<file path="src/rtl/mcell_pkg.sv">
package mcell_pkg;
  localparam int unsigned MIN_TERMS = 8;
  localparam int unsigned MAX_TERMS = 16;

  // {sel_comb, sel_high}
  typedef enum logic [1:0] {
    MODE_REG_LO = 2'b00,
    MODE_REG_HI = 2'b01,
    MODE_CMB_LO = 2'b10,
    MODE_CMB_HI = 2'b11
  } mcell_mode_e;
endpackage

</file>
<file path="src/rtl/mcell_term_sum.sv">
module mcell_term_sum #(
  parameter int unsigned N_TERMS = 8
) (
  input  logic [N_TERMS-1:0] terms_i,
  output logic               sum_o
);
  logic [N_TERMS:0] chain;
  assign chain[0] = 1'b0;
  for (genvar g = 0; g < N_TERMS; g++) begin : g_or
    assign chain[g+1] = chain[g] | terms_i[g];
  end
  assign sum_o = chain[N_TERMS];
endmodule

</file>
<file path="src/rtl/mcell_state_reg.sv">
module mcell_state_reg (
  input  logic clk_i,
  input  logic rst_ni,
  input  logic aclr_i,
  input  logic sset_i,
  input  logic d_i,
  output logic q_o,
  output logic qn_o
);
  logic clr_n;
  logic q;

  // The global clear term joins the chip reset as an asynchronous clear.
  assign clr_n = rst_ni & ~aclr_i;

  always_ff @(posedge clk_i or negedge clr_n) begin
    if (!clr_n) q <= 1'b0;
    else        q <= sset_i | d_i;
  end

  assign q_o  = q;
  assign qn_o = ~q;
endmodule

</file>
<file path="src/rtl/mcell_out_path.sv">
module mcell_out_path
  import mcell_pkg::*;
(
  input  mcell_mode_e mode_i,
  input  logic        sum_i,
  input  logic        q_i,
  input  logic        qn_i,
  input  logic        oe_i,
  input  logic        pin_ext_i,
  output logic        drive_o,
  output logic        en_o,
  output logic        fb_o
);
  logic pin_level;

  always_comb begin
    unique case (mode_i)
      MODE_REG_LO: drive_o = qn_i;
      MODE_REG_HI: drive_o = q_i;
      MODE_CMB_LO: drive_o = ~sum_i;
      default:     drive_o = sum_i;
    endcase
  end

  assign en_o      = oe_i;
  assign pin_level = oe_i ? drive_o : pin_ext_i;

  always_comb begin
    unique case (mode_i)
      MODE_REG_LO, MODE_REG_HI: fb_o = qn_i;
      default:                  fb_o = pin_level;
    endcase
  end
endmodule

</file>
<file path="src/rtl/out_macrocell.sv">
module out_macrocell
  import mcell_pkg::*;
#(
  parameter int unsigned N_TERMS = 8
) (
  input  logic               clk_i,
  input  logic               rst_ni,
  input  logic [N_TERMS-1:0] terms_i,
  input  logic               oe_term_i,
  input  logic               areset_term_i,
  input  logic               spreset_term_i,
  input  logic               sel_comb_i,
  input  logic               sel_high_i,
  input  logic               pin_ext_i,
  output logic               pin_drive_o,
  output logic               pin_en_o,
  output logic               fb_o
);
  mcell_mode_e mode;
  logic        sum;
  logic        q;
  logic        qn;

  assign mode = mcell_mode_e'({sel_comb_i, sel_high_i});

  mcell_term_sum #(.N_TERMS(N_TERMS)) u_sum (
    .terms_i (terms_i),
    .sum_o   (sum)
  );

  mcell_state_reg u_reg (
    .clk_i  (clk_i),
    .rst_ni (rst_ni),
    .aclr_i (areset_term_i),
    .sset_i (spreset_term_i),
    .d_i    (sum),
    .q_o    (q),
    .qn_o   (qn)
  );

  mcell_out_path u_out (
    .mode_i    (mode),
    .sum_i     (sum),
    .q_i       (q),
    .qn_i      (qn),
    .oe_i      (oe_term_i),
    .pin_ext_i (pin_ext_i),
    .drive_o   (pin_drive_o),
    .en_o      (pin_en_o),
    .fb_o      (fb_o)
  );
endmodule

</file>
<file path="config.mk">
export PLATFORM = sky130hd
export DESIGN_NAME = out_macrocell
export DESIGN_NICKNAME = d
export VERILOG_FILES = /design/src/rtl/mcell_pkg.sv /design/src/rtl/mcell_term_sum.sv /design/src/rtl/mcell_state_reg.sv /design/src/rtl/mcell_out_path.sv /design/src/rtl/out_macrocell.sv
export SDC_FILE = /design/constraint.sdc
export NUM_CORES = 1
export LEC_CHECK = 0
export ABC_AREA = 1
export BUFFER_PORTS_ARGS = -buffer_cell sky130_fd_sc_hd__buf_2
export CAP_MARGIN = 15
export CORE_AREA = 8 8 45 47
export CTS_CLUSTER_DIAMETER = 80
export CTS_CLUSTER_SIZE = 24
export DETAILED_ROUTE_END_ITERATION = 10
export DIE_AREA = 0 0 53 55
export PLACE_DENSITY = 0.45
export SLEW_MARGIN = 20
export SYNTH_ARGS = -nofsm -noshare
export SYNTH_HDL_FRONTEND = slang
export SYNTH_SLANG_ARGS = --single-unit
</file>
<file path="constraint.sdc">
create_clock -name clk_i -period 1.1 [get_ports clk_i]
set_input_delay 0.11 -clock clk_i [delete_from_list [all_inputs] [get_ports clk_i]]
set_output_delay 0.11 -clock clk_i [all_outputs]
set_load 0.02 [all_outputs]
</file>
==> flow_summary.toml <==
[synth]
synth_fp_nets = 44
synth_seq_area_share_pct = 16.1
avgSynthCellArea_um2 = 5.54
syn_inst = 28
synth_top_area_cell = "nor2_1"
yosysTopAreaCellShare_pct = 19.4
syn_area_um2 = 155
synth_area_leaders = "nor2_1 19%, dfrtp_1 16%, nand2_1 15%, inv_1 12%, nand4_2 8.1%"
ys_ff_latch = 1
synth_cell_types = 12
synth_warnings = 0

[sta]
slew_viol_final = 0
post-route-period-util_pct = 99.3
finalHoldViolations = 0
max_slew_margin_pct = 89.5
tightest_slew_ns = 0.157
setup_slack_ns = 0.00724
layout_min_cycle_time_ns = 1.09
grt_setup_unrepaired = "yes"
fmax_mhz = 915
finalSetupViolCount = 0

[global_route]
grt_pass1_wl_um = 772
grt_usage_pct = 3.22
grt_max_degree = 5
antenna_found_initial = 0
first_global_vias = 222
overflow = 0

[floorplan]
io_pins = 19
die_y_um = 55
dieArea_um2 = 2920
dieWidth_um = 53
core_area_um2 = 1380
start_util_pct = 11.2
rows = 14

[route]
vias_per_cell = 3.67
ant_nets = 0
vias = 242
route.detailed.drc = 0
drt_first_pass_iters = 2
wire_per_inst_um = 8.98
drt_wl_total_um = 593
drt-initial-drc-count = 1

[pwr]
finalPower_w = 0.000150
total_leakage_power_nw = 0.187
peakVddDrop_mv = 0.186
powerDensity_nw_per_um2 = 405

[worst_setup_path]
critPathMaxFanout = 2
critPathSlowestCell = "a21oi_2"
cp_num_buf_inv = 2
cp.depth = 9
max_stage_delay_ns = 0.14
arrival_ns = 0.98
crit_type = "input port to output port"
start_kind = "input port"
path_cells = "buf_6 -> nor2_4 -> nand2_2 -> nor2_2 -> nand2_1 -> nand4_2 -> nand2_2 -> a21oi_2 -> buf_6"
critPathRequiredTime_ns = 0.99
cpLargestDelayFamily = "simple AND/OR/NAND/NOR gates"
endpoint_kind = "output port"

[job]
maxCapViolCount = 0

[hold_path]
whs_path_depth = 3
hold_class = "input port to flip-flop"

[outcome]
status = "finished clean"

[place]
placed_area_um2 = 273
gp_congestion = 0.678
portBuffers = 18
place_ws_ns = -0.0304
dp_hpwl_um = 478

[cells_and_area]
design_area_um2 = 370
n_antenna_cell = 0
fin_nets = 68
syn2layout_area_growth_pct = 139
fillCellCount = 155
fin_util_pct = 26.8
drive_above_1_share_pct = 62.0
multi_input_area_um2 = 134
final-seq-area_um2 = 25.0
largest_reg_flops = 1

[cts]
clk_pin_slew_ns = 0
==> tightest hold or removal path, stage by stage <==
cell     delay [ns]
buf_2          0.07
inv_1          0.03
nand2_1        0.05
==> cells in the final DEF (no fill, tap or decap), drive strengths merged <==
| cell type | instances |
|---|---|
| buf | 21 |
| nor2 | 9 |
| nand2 | 7 |
| inv | 5 |
| dlygate4sd3 | 2 |
| a21oi | 2 |
| o21bai | 1 |
| nand3 | 1 |
| nand4 | 1 |
| dfrtp | 1 |
==> synth_stat cells <==
cell	instances
buf_4	1
nand2_2	1
a21oi_2	1
inv_1	5
nand4_2	1
nand2_1	6
a21oi_1	1
nor2_2	1
nor2_1	8
dfrtp_1	1
o21bai_1	1
nand3_1	1
==> layer usage <==
metal	up-vias	share of wire, %	GRT usage, %
met4	0	0	0
met2	11	52	7.03
met1	103	40	3.03
met5	-	0	0
met3	0	7.9	0.802
li1	128	-	-
==> power breakdown <==
part	internal [W]	total (W)	switching, W
registers	0.0000375	0.0000376	0.0000000317
logic	0.0000637	0.000112	0.0000486
clock network	0	0	0
total	0.000101	0.000150	0.0000486
==> final timing paths <==
kind                       slack [ns]           start                   to
worst max-delay path            0.007      terms_i[0]                 fb_o
min in group asynchronous        0.52          rst_ni  u_reg.q_o$_DFF_PN0_
worst min-delay path             0.30  spreset_term_i  u_reg.q_o$_DFF_PN0_
max in group asynchronous        0.44   areset_term_i  u_reg.q_o$_DFF_PN0_
==> what timing repair did <==
action / CTS / global route
pin swaps: 1 / 9
hold buffers: 2 / 0
gates cloned: 0 / 0
setup buffers: 1 / 0
resized for setup: 1 / 16
hold endpoints to repair: 1 / 0
endpoints found under the setup margin: 1 / 2
==> cell type report <==
class	instances	share of cell area, %
timing repair buffer	23	46.6
tap	16	5.41
sequential	1	6.76
multi-input combinational	21	36.1
inverter	5	5.07
==> logic make-up after synthesis <==
family          share of synthesized area, %
simple gates                            53.2
buf+inv                                 16.9
compound gates                          13.7
flops                                   16.1
==> metrics by stage <==
| stage | cells | hold slack (ns) | TNS, ns |
|---|---|---|---|
| detailed placement | 63 | -0.0131 | -0.0304 |
| finish | 66 | 0.296 | 0 |
| global route | 66 | 0.320 | -0.0960 |
| floorplan | 28 | -0.121 | 0 |
| global placement | 63 | -0.0175 | -0.0353 |
| CTS | 66 | 0.300 | 0 |
Power figures use the tool's default switching activity.
